## config.mk

```make
export PLATFORM = sky130hd
export DESIGN_NAME = tri_vote_unit
export DESIGN_NICKNAME = d
export VERILOG_FILES = /design/src/rtl/vote_pkg.sv /design/src/rtl/vote_station.sv /design/src/rtl/vote_round_ctrl.sv /design/src/rtl/vote_result.sv /design/src/rtl/tri_vote_unit.sv
export SDC_FILE = /design/constraint.sdc
export NUM_CORES = 1
export LEC_CHECK = 0
export BUFFER_PORTS_ARGS = -buffer_cell sky130_fd_sc_hd__buf_4
export CAP_MARGIN = 15
export CORE_MARGIN = 4
export CORE_UTILIZATION = 37
export DETAILED_ROUTE_END_ITERATION = 8
export HOLD_SLACK_MARGIN = 0.02
export PLACE_DENSITY = 0.66
export SLEW_MARGIN = 20
export SYNTH_ARGS = -nofsm -noshare
export SYNTH_HDL_FRONTEND = slang
export SYNTH_SLANG_ARGS = --single-unit
```

## constraint.sdc

```tcl
create_clock -name clk -period 3.6 [get_ports clk]
set_clock_uncertainty 0.2 [all_clocks]
set_input_delay 1.08 -clock clk [delete_from_list [all_inputs] [get_ports clk]]
set_output_delay 1.08 -clock clk [all_outputs]
set_load 0.01 [all_outputs]
```

## src/rtl/vote_pkg.sv

```systemverilog
package vote_pkg;
  // Number of voting stations; the round logic is defined for three.
  localparam int NUM_ST = 3;

  typedef enum logic {
    SLOT_OPEN   = 1'b0,
    SLOT_CLOSED = 1'b1
  } slot_state_t;
endpackage

```

## src/rtl/vote_station.sv

```systemverilog
module vote_station #(
  parameter int VOTE_W = 2
) (
  input  logic              clk,
  input  logic              rst,
  input  logic [VOTE_W-1:0] vote_in,
  input  logic              round_done,
  output logic              avail,
  output logic              acc,
  output logic              pending,
  output logic [VOTE_W-1:0] eff_vote
);
  import vote_pkg::*;

  slot_state_t      state_q;
  logic [VOTE_W-1:0] held_q;

  // A vote is taken only while the slot is open and the lane carries a value.
  assign acc      = (state_q == SLOT_OPEN) && (vote_in != '0);
  assign pending  = (state_q == SLOT_CLOSED) || acc;
  assign eff_vote = acc ? vote_in : held_q;
  assign avail    = (state_q == SLOT_OPEN);

  always_ff @(posedge clk) begin
    if (rst) begin
      state_q <= SLOT_OPEN;
      held_q  <= '0;
    end else if (round_done) begin
      state_q <= SLOT_OPEN;
      held_q  <= '0;
    end else if (acc) begin
      state_q <= SLOT_CLOSED;
      held_q  <= vote_in;
    end
  end
endmodule

```

## src/rtl/vote_round_ctrl.sv

```systemverilog
module vote_round_ctrl #(
  parameter int N = 3
) (
  input  logic [N-1:0] pending,
  output logic         round_done
);
  // The round closes when every station holds or is taking a vote.
  assign round_done = &pending;
endmodule

```

## src/rtl/vote_result.sv

```systemverilog
module vote_result #(
  parameter int VOTE_W = 2
) (
  input  logic              clk,
  input  logic              rst,
  input  logic              round_done,
  input  logic [VOTE_W-1:0] v0,
  input  logic [VOTE_W-1:0] v1,
  input  logic [VOTE_W-1:0] v2,
  output logic [VOTE_W-1:0] tally,
  output logic              tally_valid
);
  // Agreeing value of at least two votes, or zero when all differ.
  function automatic logic [VOTE_W-1:0] pick_majority(
    input logic [VOTE_W-1:0] a,
    input logic [VOTE_W-1:0] b,
    input logic [VOTE_W-1:0] c
  );
    if (a == b || a == c) return a;
    if (b == c)           return b;
    return '0;
  endfunction

  always_ff @(posedge clk) begin
    if (rst) begin
      tally       <= '0;
      tally_valid <= 1'b0;
    end else if (round_done) begin
      tally       <= pick_majority(v0, v1, v2);
      tally_valid <= 1'b1;
    end else begin
      tally       <= '0;
      tally_valid <= 1'b0;
    end
  end
endmodule

```

## src/rtl/tri_vote_unit.sv

```systemverilog
module tri_vote_unit #(
  parameter int VOTE_W = 2
) (
  input  logic                                clk,
  input  logic                                rst,
  input  logic [vote_pkg::NUM_ST-1:0][VOTE_W-1:0] st_vote,
  output logic [vote_pkg::NUM_ST-1:0]         st_avail,
  output logic [VOTE_W-1:0]                   tally,
  output logic                                tally_valid
);
  import vote_pkg::*;

  logic [NUM_ST-1:0]             acc_evt;
  logic [NUM_ST-1:0]             pend;
  logic [NUM_ST-1:0][VOTE_W-1:0] eff;
  logic                          round_done;

  for (genvar i = 0; i < NUM_ST; i++) begin : g_st
    vote_station #(.VOTE_W(VOTE_W)) u_st (
      .clk       (clk),
      .rst       (rst),
      .vote_in   (st_vote[i]),
      .round_done(round_done),
      .avail     (st_avail[i]),
      .acc       (acc_evt[i]),
      .pending   (pend[i]),
      .eff_vote  (eff[i])
    );
  end

  vote_round_ctrl #(.N(NUM_ST)) u_ctrl (
    .pending   (pend),
    .round_done(round_done)
  );

  vote_result #(.VOTE_W(VOTE_W)) u_res (
    .clk        (clk),
    .rst        (rst),
    .round_done (round_done),
    .v0         (eff[0]),
    .v1         (eff[1]),
    .v2         (eff[2]),
    .tally      (tally),
    .tally_valid(tally_valid)
  );
endmodule

```

# Yosys cells after proc, flatten, opt, wreduce, memory -nomap -nowiden

Index checks and enable logic that the tools add are counted.

Equal/unequal tests: 3
Multiplexer cells: 15
Bitwise operators: 4
Reduce and logical (&&, ||, !) cells: 13

Operators by type and width:

| cell                | count |
|---|---|
| $mux W2             | 7 |
| $mux W1             | 8 |
| $eq A2 B2 Y1        | 3 |
| $reduce_bool A2 Y1  | 3 |
| $logic_or A1 B1 Y1  | 4 |
| $not A1 Y1          | 4 |
| $reduce_or A2 Y1    | 2 |
| $logic_and A1 B1 Y1 | 3 |
| $reduce_and A3 Y1   | 1 |

Bits in registers: 12
Input port bits: 8
Output and inout port bits: 6
Logic and storage cells: 43

# Longest topological paths before layout

Depth after elaboration: 13
Mapped depth: 5
Mapped depth without buffers: 5

# Hierarchy

A second synthesis with hierarchy kept.

Cells, all modules: 70
Area, all modules: 561.8 um^2

Modules (own cells, without submodules):

| module          | instances | cells an instance | area an instance (um^2) | seq. area each (um^2) |
|---|---|---|---|---|
| vote_station    | 3         | 16                | 128.9                   | 60.1 |
| vote_result     | 1         | 21                | 168.9                   | 60.1 |
| vote_round_ctrl | 1         | 1                 | 6.3                     | 0.0 |

# Least setup slack after synthesis

Ideal clock, no wire load.

Path type: input port to flip-flop
From: in st_vote[1] in the netlist's numbering
To: reg u_res.tally[1]
Setup time: 66 ps
Arrival: 1,976 ps
Data required time: 3,334 ps
Path slack: 1,358 ps
Stages: 5
Path buffers: 0
Cell sequence: nor2b_2 -> o21ai_1 -> a2111oi_0 -> o31ai_1 -> a21boi_2

Longest elaborated chain between the ends: 9
Elaborated cells on any way between the ends: 17
Those cells by class: eq/ne (2); mux (8); bitwise (1); reduce/logical (6)

Ends and longest elaborated chain:

| element              | line               | source |
|---|---|---|
| start, declared      | tri_vote_unit.sv:6 | `input logic [vote_pkg::NUM_ST-1:0][VOTE_W-1:0] st_vote,` |
| $reduce_bool A2 Y1   | vote_station.sv:19 | `assign acc = (state_q == SLOT_OPEN) && (vote_in != '0);` |
| $logic_and A1 B1 Y1  | vote_station.sv:19 |  |
| $mux W2              | vote_station.sv:21 | `assign eff_vote = acc ? vote_in : held_q;` |
| $eq A2 B2 Y1         | vote_result.sv:19  | `if (a == b \|\| a == c) return a;` |
| $logic_or A1 B1 Y1   | vote_result.sv:19  |  |
| $mux W1              | vote_result.sv:19  |  |
| $mux W1              | vote_result.sv:28  | `end else if (round_done) begin` |
| $mux W1              | vote_result.sv:25  | `if (rst) begin` |
| $mux W2              | vote_result.sv:20  | `if (b == c) return b;` |
| end signal, assigned | vote_result.sv:29  | `tally <= pick_majority(v0, v1, v2);` |
| end, declared        | vote_result.sv:10  | `output logic [VOTE_W-1:0] tally,` |

Several ways; a longest one is shown, not always the timed one. The select of a mux whose other input is x is not followed.
A chain may end at the register's enable or synchronous reset.

# Worst setup path in the final report

Same ends and word-level chain as after synthesis.

==> summary.txt <==
Floorplanning
  – I/O pin total: 14
  – Core Rows: 14
  – Core Region: roughly 1600 um2
  – Chip height: 49.7 um
  – Width of the chip: slightly below 50 um
  – Initial Util: 40.8%
  – Die Footprint: approximately 2500 um2

Cells and area
  – # diodes: 0
  – Filler Cell Count: 156
  – Highest-count cells in the layout ignoring fill and taps: buf_4 (13), dfxtp_1 (12), nor2_1 (10)
  – Most common cell after layout, fill and taps aside: buf_4
  – P&R area growth vs syn: 20.4%
  – Layout cells sized above 1: 30.2%
  – Core Util, Final: 49.1%
  – Final net count: 95

Timing
  – Max-slew headroom: about 54%
  – Min Tclk post-route: about 2.2 ns
  – Slew Limit Fails: 0
  – FMAX: 0.457 GHz
  – Final worst slack: 1.41 ns
  – Slew @ Worst Pin: about 0.7 ns
  – Fin Setup TNS: 0 ns
  – RSZ-0062 raised after global routing: no
  – Final hold vios: 0
  – Setup violators final: 0
  – Fin crit share: 60.7%

Global route
  – Global-route usage over all layers: 11.2%
  – Initial antenna violation count: 0
  – Largest net degree at the start of global routing: 10
  – Total gr overflow: 0
  – Wire length of the first global-routing pass: 2050 um
  – Vias in the first global route: approximately 480

Power
  – Clock power share: 33.1%
  – Pleak: 0.326 nW
  – Net switching power: 99.2 uW
  – Pwr dens: 440 nW/um2
  – Switch share: 29.1%
  – IR drop worst, VDD: 196 uV
  – Comb pwr share: 23.2%
  – Internal: 242 uW
  – Sequential share of power: 43.7%

Logic synthesis
  – Post-synth net total: 80
  – Mapped Cells: 72
  – Ys Warns: 0
  – Mapped cell area: between 600 and 700 um2
  – Post-synthesis mux area share: 1.56%
  – Synth Area in Adders: 0%
  – Post-Synth Simple-Gate Area: between 20% and 30%
  – Post-Synth XOR/XNOR Area: 4.09%
  – Synth unique cells: 30
  – Sequential-to-total area share from yosys stat: 37.4%
  – Synth Area in Compound Gates: around a quarter
  – Largest family of logic cells by synthesized area: compound AO/OA/AOI/OAI gates
  – #FFs+latches synth: 12
  – Post-synthesis async set-or-reset flop share: 0%
  – Mapped Avg Cell Area: 8.93 um2
  – Number of flops mapped to enable cells by yosys: 0
  – Dominant synthesized flop cell: dfxtp_1

Route
  – Antenna Nets Post-Route: 0
  – DR pass1 iterations: 2
  – Final wirelength: ~1200 um
  – Vias per inst: 5.08
  – First DRT Iteration DRCs: 6
  – DRC: 0
  – Detailed-route via count: 518
  – DR WL/cell: 11.8 um

Worst setup path
  – Worst Setup Path Type: primary input to register
  – Critical Path RT: 3.62 ns
  – Arr. time, crit path: approximately 2.2 ns
  – Worst reg2reg setup slack: 1.95 ns
  – Setup crit end kind: register
  – Peak fanout along the critical path: 3
  – Worst reg2reg path depth: 5
  – Critical Path Start Type: primary input

Clock network
  – H-tree depth: 1
  – CTS tree: yes
  – Sink Count: 12
  – Root Driver: clkbuf_4
  – # resized after CTS: 0
  – CTS Buffer Depth: 2
  – Setup Buffers After CTS: 0
  – Clock slew at reported path FFs: 0.09 ns
  – # hold bufs at CTS: 0
  – TritonCTS Buffers: 3
  – Clk Latency, worst-skew pair: 0.28 ns

Job
  – MaxCap Viol Count: 0

Run status
  – Status: complete, no violations

Worst hold path
  – HP Class: register to register
  – Hold path depth: 2

Place
  – Dpl hpwl: 921 um
  – Gpl congestion: 0.700
  – Pre-CTS WS: 1.11 ns
  – IO buf count: 13
==> power groups by stage <==
stage,clock network [mW],registers [mW],logic (mW)
2_1_floorplan,0,0.152,0.0573
3_3_place_gp,0,0.152,0.0785
3_5_place_dp,0,0.152,0.0791
4_1_cts,0.114,0.149,0.0797
5_1_grt,0.118,0.151,0.0877
6_report,0.113,0.149,0.0790
==> per-stage QoR <==
stage | hold WS (ns) | instances | cell area (um2) | power, mW
final | 0.362 | 102 | 774 | 0.341
after global routing | 0.380 | 102 | 774 | 0.357
after CTS | 0.366 | 102 | 774 | 0.342
after detailed placement | 0.346 | 98 | 738 | 0.231
after global placement | 0.338 | 98 | 738 | 0.231
after floorplan | 0.302 | 72 | 643 | 0.210
==> sequential cells by signal, summed over array words and instances (netlist names) <==
name / count
g_st.u_st.held_q: 6
g_st.u_st.state_q: 3
u_res.tally: 2
u_res.tally_valid: 1
==> area by class of cell <==
type                       count  area, um2  share of cell area (%)
clock buffer                   4       36.3                    4.68
inverter                       8       30.0                    3.88
multi-input combinational     49        350                    45.2
sequential                    12        240                    31.0
tap                           16       20.0                    2.58
timing repair buffer          13       97.6                    12.6
==> critical path, stage by stage <==
cell	delay [ns]
buf_4	0.08
nor2b_2	0.21
o21ai_1	0.15
a2111oi_0	0.41
o31ai_1	0.14
a21boi_2	0.14
==> synth_stat cells, types with 2 or more instances <==
cell type	number	share of area, %
xor2_1	3	4.1
dfxtp_1	12	37
nor2_1	10	5.8
buf_4	3	3.5
inv_1	8	4.7
nand2b_1	4	3.9
nor3_1	6	4.7
o21a_1	2	2.3
o22ai_1	2	1.9
a21oi_4	2	5.1
==> cell families after synthesis <==
kind of cell / Yosys count
compound gates: 17
buf+inv: 11
mux: 1
simple gates: 28
xor+xnor: 3
flops: 12
==> layer usage <==
layer / vias to the layer above / part of all wire (%) / track usage [%]
met4: 0 / 2.8 / 8.29
li1: 275 / - / -
met3: 5 / 4.8 / 4.22
met1: 228 / 48 / 13.0
met2: 10 / 44 / 16.5
met5: - / 0 / 0
==> path summary, 6_finish.rpt <==
| path | start | end |
|---|---|---|
| min reg2reg | g_st[1].u_st.held_q[1] | g_st[1].u_st.held_q[1] |
| min | g_st[1].u_st.held_q[1] | g_st[1].u_st.held_q[1] |
| max | st_vote[1] | u_res.tally[1] |
| max reg2reg | g_st[0].u_st.state_q | u_res.tally[1] |
Note: power is estimated with default switching activity, not from simulation.
